$ cat src/rtl/gtmr_pkg.sv
package gtmr_pkg;
  localparam int OFF_CNT_LO = 'h00;
  localparam int OFF_CNT_HI = 'h04;
  localparam int OFF_CTRL   = 'h08;
  localparam int OFF_STATUS = 'h0C;
  localparam int OFF_CMP_LO = 'h10;
  localparam int OFF_CMP_HI = 'h14;
  localparam int OFF_STEP   = 'h18;

  localparam int BIT_RUN    = 0;
  localparam int BIT_CMP    = 1;
  localparam int BIT_IRQ    = 2;
  localparam int BIT_AUTO   = 3;
  localparam int PRESC_LSB  = 8;

  // Strobes and modes handed from the register control to the datapath.
  typedef struct packed {
    logic wrCntLo;
    logic wrCntHi;
    logic wrCmpLo;
    logic wrCmpHi;
    logic wrStep;
    logic timerEn;
    logic cmpEn;
    logic autoEn;
  } strobe_t;
endpackage

$ cat src/rtl/gtmr_dp.sv
module gtmr_dp
  import gtmr_pkg::*;
#(
  parameter int DATA_W  = 32,
  parameter int PRESC_W = 8
) (
  input  logic                clk,
  input  logic                rstN,
  input  strobe_t             strb,
  input  logic [DATA_W-1:0]   wrData,
  input  logic [PRESC_W-1:0]  presc,
  output logic [2*DATA_W-1:0] count,
  output logic [2*DATA_W-1:0] cmpVal,
  output logic [DATA_W-1:0]   stepVal,
  output logic                hitEvt
);
  localparam int CNT_W = 2 * DATA_W;

  logic [PRESC_W-1:0] prescCnt;
  logic               tick;
  logic               cond;
  logic               condPrev;
  logic [CNT_W-1:0]   countNext;
  logic [CNT_W-1:0]   cmpNext;

  assign tick   = strb.timerEn && (prescCnt == presc);
  assign cond   = strb.cmpEn && (count >= cmpVal);
  assign hitEvt = cond && !condPrev;

  always_ff @(posedge clk or negedge rstN) begin
    if (!rstN)              prescCnt <= '0;
    else if (!strb.timerEn) prescCnt <= '0;
    else if (tick)          prescCnt <= '0;
    else                    prescCnt <= prescCnt + 1'b1;
  end

  // Software writes take priority over the tick in the same cycle.
  always_comb begin
    countNext = tick ? count + 1'b1 : count;
    if (strb.wrCntLo) countNext[DATA_W-1:0]     = wrData;
    if (strb.wrCntHi) countNext[CNT_W-1:DATA_W] = wrData;
  end

  // Software writes take priority over the auto-increment step.
  always_comb begin
    cmpNext = (hitEvt && strb.autoEn) ? cmpVal + CNT_W'(stepVal) : cmpVal;
    if (strb.wrCmpLo) cmpNext[DATA_W-1:0]     = wrData;
    if (strb.wrCmpHi) cmpNext[CNT_W-1:DATA_W] = wrData;
  end

  always_ff @(posedge clk or negedge rstN) begin
    if (!rstN) begin
      count    <= '0;
      cmpVal   <= '0;
      stepVal  <= '0;
      condPrev <= 1'b0;
    end else begin
      count    <= countNext;
      cmpVal   <= cmpNext;
      condPrev <= cond;
      if (strb.wrStep) stepVal <= wrData;
    end
  end
endmodule

$ cat src/rtl/gtmr_ctrl.sv
module gtmr_ctrl
  import gtmr_pkg::*;
#(
  parameter int ADDR_W  = 8,
  parameter int DATA_W  = 32,
  parameter int PRESC_W = 8
) (
  input  logic                clk,
  input  logic                rstN,
  input  logic [ADDR_W-1:0]   addr,
  input  logic                wrEn,
  input  logic [DATA_W-1:0]   wrData,
  input  logic                rdEn,
  input  logic [2*DATA_W-1:0] count,
  input  logic [2*DATA_W-1:0] cmpVal,
  input  logic [DATA_W-1:0]   stepVal,
  input  logic                hitEvt,
  output logic [DATA_W-1:0]   rdData,
  output strobe_t             strb,
  output logic [PRESC_W-1:0]  presc,
  output logic                irqEn,
  output logic                flag,
  output logic                irq
);
  logic runBit, cmpBit, autoBit;
  logic selCtrl, selStatus;
  logic [DATA_W-1:0] ctrlWord;
  logic [DATA_W-1:0] rdNext;

  assign selCtrl   = wrEn && (addr == ADDR_W'(OFF_CTRL));
  assign selStatus = wrEn && (addr == ADDR_W'(OFF_STATUS));

  always_comb begin
    strb         = '0;
    strb.wrCntLo = wrEn && (addr == ADDR_W'(OFF_CNT_LO));
    strb.wrCntHi = wrEn && (addr == ADDR_W'(OFF_CNT_HI));
    strb.wrCmpLo = wrEn && (addr == ADDR_W'(OFF_CMP_LO));
    strb.wrCmpHi = wrEn && (addr == ADDR_W'(OFF_CMP_HI));
    strb.wrStep  = wrEn && (addr == ADDR_W'(OFF_STEP));
    strb.timerEn = runBit;
    strb.cmpEn   = cmpBit;
    strb.autoEn  = autoBit;
  end

  always_ff @(posedge clk or negedge rstN) begin
    if (!rstN) begin
      runBit  <= 1'b0;
      cmpBit  <= 1'b0;
      irqEn   <= 1'b0;
      autoBit <= 1'b0;
      presc   <= '0;
    end else if (selCtrl) begin
      runBit  <= wrData[BIT_RUN];
      cmpBit  <= wrData[BIT_CMP];
      irqEn   <= wrData[BIT_IRQ];
      autoBit <= wrData[BIT_AUTO];
      presc   <= wrData[PRESC_LSB +: PRESC_W];
    end
  end

  // A new event wins over a clear arriving in the same cycle.
  always_ff @(posedge clk or negedge rstN) begin
    if (!rstN)                          flag <= 1'b0;
    else if (hitEvt)                    flag <= 1'b1;
    else if (selStatus && wrData[0])    flag <= 1'b0;
  end

  assign irq = flag && irqEn;

  always_comb begin
    ctrlWord = '0;
    ctrlWord[BIT_RUN]  = runBit;
    ctrlWord[BIT_CMP]  = cmpBit;
    ctrlWord[BIT_IRQ]  = irqEn;
    ctrlWord[BIT_AUTO] = autoBit;
    ctrlWord[PRESC_LSB +: PRESC_W] = presc;
  end

  always_comb begin
    case (addr)
      ADDR_W'(OFF_CNT_LO): rdNext = count[DATA_W-1:0];
      ADDR_W'(OFF_CNT_HI): rdNext = count[2*DATA_W-1:DATA_W];
      ADDR_W'(OFF_CTRL):   rdNext = ctrlWord;
      ADDR_W'(OFF_STATUS): rdNext = DATA_W'(flag);
      ADDR_W'(OFF_CMP_LO): rdNext = cmpVal[DATA_W-1:0];
      ADDR_W'(OFF_CMP_HI): rdNext = cmpVal[2*DATA_W-1:DATA_W];
      ADDR_W'(OFF_STEP):   rdNext = stepVal;
      default:             rdNext = '0;
    endcase
  end

  always_ff @(posedge clk or negedge rstN) begin
    if (!rstN)     rdData <= '0;
    else if (rdEn) rdData <= rdNext;
  end
endmodule

$ cat src/rtl/gtmr_top.sv
module gtmr_top
  import gtmr_pkg::*;
#(
  parameter int ADDR_W  = 8,
  parameter int DATA_W  = 32,
  parameter int PRESC_W = 8
) (
  input  logic              clk,
  input  logic              rstN,
  input  logic [ADDR_W-1:0] addr,
  input  logic              wrEn,
  input  logic [DATA_W-1:0] wrData,
  input  logic              rdEn,
  output logic [DATA_W-1:0] rdData,
  output logic              irq
);
  strobe_t             strb;
  logic [PRESC_W-1:0]  presc;
  logic [2*DATA_W-1:0] count;
  logic [2*DATA_W-1:0] cmpVal;
  logic [DATA_W-1:0]   stepVal;
  logic                hitEvt;
  logic                irqEn;
  logic                flag;

  gtmr_ctrl #(.ADDR_W(ADDR_W), .DATA_W(DATA_W), .PRESC_W(PRESC_W)) u_ctrl (
    .clk(clk), .rstN(rstN), .addr(addr), .wrEn(wrEn), .wrData(wrData),
    .rdEn(rdEn), .count(count), .cmpVal(cmpVal), .stepVal(stepVal),
    .hitEvt(hitEvt), .rdData(rdData), .strb(strb), .presc(presc),
    .irqEn(irqEn), .flag(flag), .irq(irq)
  );

  gtmr_dp #(.DATA_W(DATA_W), .PRESC_W(PRESC_W)) u_dp (
    .clk(clk), .rstN(rstN), .strb(strb), .wrData(wrData), .presc(presc),
    .count(count), .cmpVal(cmpVal), .stepVal(stepVal), .hitEvt(hitEvt)
  );
endmodule

$ cat config.mk
export PLATFORM = sky130hd
export DESIGN_NAME = gtmr_top
export DESIGN_NICKNAME = d
export VERILOG_FILES = /design/src/rtl/gtmr_pkg.sv /design/src/rtl/gtmr_dp.sv /design/src/rtl/gtmr_ctrl.sv /design/src/rtl/gtmr_top.sv
export SDC_FILE = /design/constraint.sdc
export NUM_CORES = 1
export LEC_CHECK = 0
export BUFFER_PORTS_ARGS = -buffer_cell sky130_fd_sc_hd__buf_2
export CAP_MARGIN = 25
export CORE_MARGIN = 2
export CORE_UTILIZATION = 30
export DETAILED_ROUTE_END_ITERATION = 7
export PLACE_DENSITY_LB_ADDON = 0.1
export SYNTH_ARGS = -nofsm -noshare
export SYNTH_HDL_FRONTEND = slang
export SYNTH_SLANG_ARGS = --single-unit
$ cat constraint.sdc
create_clock -name clk -period 8.8 [get_ports clk]
set_input_delay 0 -clock clk [delete_from_list [all_inputs] [get_ports clk]]
set_output_delay 0 -clock clk [all_outputs]
set_load 0.02 [all_outputs]
==> impl_metrics.tcl <==
set metrics [dict create \
    dieHeight_um 227 \
    ys_warn_count 0 \
    combPwrFrac 0.293 \
    crit_arrival_ns 4.30 \
    finalSetupViolations 0 \
    grt.total_usage 0.235 \
    yosysMostFrequentCell "dfrtp_1" \
    yosys-top-cells-area "dfrtp_1, ha_1, a21oi_1" \
    synth_ff_type "dfrtp_1" \
    p_per_area_nw_per_um2 200 \
    critPathCaptureType "register" \
    criticalPathCategory "register to register" \
    synth_enable_flop_cells 0 \
    max_stage_delay_ns 0.80 \
    synth_seq_cells 214 \
    clock_skew_ns 0.0208 \
    yosysUniqueCellTypes 74 \
    slew_violations 0 \
    viasPerCell 5.45 \
    p_clk_frac 0.330 \
    tritoncts "yes" \
    p_int_mw 2.12 \
    port_buffers 76 \
    setup_ws_ns 4.97 \
    synth-async-reset-ratio 1.00 \
    pwr-share-seq 0.376 \
    rows 81 \
    path_buf_inv 1 \
    synth_top_area_share 0.360 \
    syn_area_per_cell_um2 8.61 \
    die_w_um 227 \
    initial_core_util 0.304 \
    synth_common_cells "dfrtp_1, nor2_1, nand2_1" \
    fin_area_um2 17200 \
    nets 1945 \
    min_path_type "input port to asynchronous set/reset pin" \
    clockBufferDepth 3 \
    worst_slew_pin_slew_ns 1.03 \
    synth_nets 1872 \
    ff2ff_setup_slack_ns 4.97 \
    firstDrtPassIters 7 \
    worst_r2r_path_depth 10 \
    wire_per_inst_um 24.1 \
    first_iter_violations 1089 \
    timing.final.crit_period_ns 3.83 \
    syn_inst 1729 \
    post_dp_cell_area_um2 15900 \
    setup-tns-final_ns 0 \
    drt_wl_total_um 60100 \
    grt_pass1_vias 13400 \
    timing.rr.end "u_dp.cmpVal[42]" \
    postCtsSetupBuffers 0 \
    vias 13600 \
    cp_slowest_cell "o21ai_4" \
    required_ns 9.26 \
    antenna_left 0 \
    hold_slack_ns 0.0269 \
    timing.fmax_ghz 0.261 \
    hold_violations 0 \
    post-route-period-util 0.436 \
    switchingPower_mw 1.32 \
    die-area_um2 51400 \
    clk_pin_slew_ns 0.06 \
    cpLargestDelayFamily "compound AO/OA/AOI/OAI gates" \
    grt_overflow 0 \
    dp_hpwl_um 44500 \
    grt_pass1_wl_um 89300 \
    gp_congestion 0.878 \
    slew-limit-headroom 0.310 \
    path_cells "inv_1 -> ha_1 -> a21oi_1 -> o21ai_0 -> a211oi_1 -> a31oi_4 -> o31a_1 -> o21ai_4 -> nor3_1 -> o311ai_0" \
    grt_max_degree 88 \
    dp_slack_ns 4.99 \
    worstSkewPairLatency_ns 0.59 \
    final_util 0.351 \
    r2r-start "u_dp.cmpVal[45]" \
    drive_above_1_share 0.123 \
    cts_max_level 1 \
    status "finished, final reports clean" \
    crit_path_max_fanout 26 \
    yosysTopAreaCell "dfrtp_1" \
    ir_worst_vdd_mv 0.142 \
    worstSetupStartpointType "register" \
    antenna_found_initial 0 \
    core_um2 49000 \
    syn_area_um2 14900 \
    cts-root-buf "clkbuf_16" \
    maxCapViolCount 0 \
    drcViolationCount 0 \
    ys_seq_area_frac 0.360 \
    ios 77 \
    areaGrowthSynthToFinish_pct 15.4 \
    cts_buffers 28 \
    leakage_nw 7.57 \
    p_sw_frac 0.383 \
    rsz0062_at_grt "no" \
    cts.sinks 214 \
]
[power groups by stage]
stage / registers (mW) / logic [mW] / clock network [mW]
global placement: 1.31 / 0.990 / 0
finish: 1.30 / 1.01 / 1.14
CTS: 1.29 / 1.01 / 1.17
detailed placement: 1.31 / 0.995 / 0
global route: 1.32 / 1.13 / 1.20
floorplan: 1.22 / 0.687 / 0
[worst reg2reg max path: cells and delay by family (launching register included)]
kind,cells,cell delay [ns]
adders and majority gates,1,0.31
and+or+nand+nor,1,0.16
DFF,1,0.48
buffers and inverters,1,0.13
AOI/OAI and AO/OA,7,2.62
[kinds of logic (layout without fill, tap and decap cells)]
kind of cell             count (synthesis)  in the layout  synth area share
XOR/XNOR                               106            106            0.0624
AND/OR/NAND/NOR                        585            585             0.191
adder cells (fa/ha/maj)                 99             99            0.0837
other                                    0              1                 0
AO/OA/AOI/OAI                          456            456             0.202
multiplexers                            61             61            0.0465
flip-flops                             214            214             0.360
buffers and inverters                  208            303            0.0551
[worst max path at each step]
stage	startpoint	end	slack, ns	cells past startpoint
after floorplan	u_dp.cmpVal[0]	u_dp.cmpVal[52]	5.98	11
after global placement	u_dp.cmpVal[45]	u_dp.cmpVal[1]	5.06	10
after detailed placement	u_dp.cmpVal[45]	u_dp.cmpVal[42]	4.99	10
after CTS	u_dp.cmpVal[45]	u_dp.cmpVal[42]	4.97	10
after global routing	u_dp.cmpVal[45]	u_dp.cmpVal[42]	4.81	10
final	u_dp.cmpVal[45]	u_dp.cmpVal[42]	4.97	10
[area by class of cell]
class / instances / area (um^2)
Antenna cell: 1 / 2.50
Clock buffer: 41 / 790
Clock inverter: 11 / 93.8
Fill cell: 5156 / 31800
Inverter: 123 / 462
Multi-Input combinational cell: 1307 / 8750
Sequential cell: 214 / 5360
Tap cell: 664 / 831
Timing Repair Buffer: 128 / 886
[cells in the final DEF (no fill, tap or decap), types with 9 or more instances in the layout]
cell type,count
nand2_1,162
a222oi_1,22
o21a_1,10
nor2_1,163
dlygate4sd3_1,34
and2_1,9
buf_4,17
o21ai_0,61
o31ai_1,11
o211ai_1,10
mux2_2,45
mux2i_1,11
a21oi_1,151
clkbuf_16,28
clkbuf_1,9
xnor2_1,83
or4_1,12
and3_1,30
nand2b_1,10
a22oi_1,41
ha_1,98
xor2_1,23
nand4_1,36
a21o_1,28
nand3_1,83
o22ai_1,23
nor3_1,20
a31oi_1,35
inv_1,122
dfrtp_1,214
or3_1,11
buf_2,75
[state kept, by name (all words and copies together) (netlist names)]
signal,count
u_dp.cmpVal,64
u_dp.count,64
u_ctrl.rdData,32
u_dp.stepVal,32
u_ctrl.presc,8
u_dp.prescCnt,8
u_ctrl.autoBit,1
u_ctrl.cmpBit,1
u_ctrl.flag,1
u_ctrl.irqEn,1
u_ctrl.runBit,1
u_dp.condPrev,1
[layer usage]
| layer | vias to the layer above | global-route usage | part of all wire |
|---|---|---|---|
| met3 | 89 | 0.0319 | 0.051 |
| li1 | 6399 | - | - |
| met4 | 0 | 0.0800 | 0.038 |
| met5 | - | 0 | 0 |
| met1 | 6657 | 0.304 | 0.43 |
| met2 | 408 | 0.401 | 0.48 |
[stage by stage]
stage,total power [mW],instances
2_1_floorplan,1.91,1729
3_3_place_gp,2.30,2401
3_5_place_dp,2.31,2402
4_1_cts,3.48,2488
5_1_grt,3.64,2488
6_report,3.44,2489
[timing repair]
item,CTS,global route
endpoints found under the hold margin,260,0
hold buffers,34,0
setup endpoints to repair,0,0
resized for setup,0,0
Power figures use the tool's default switching activity.
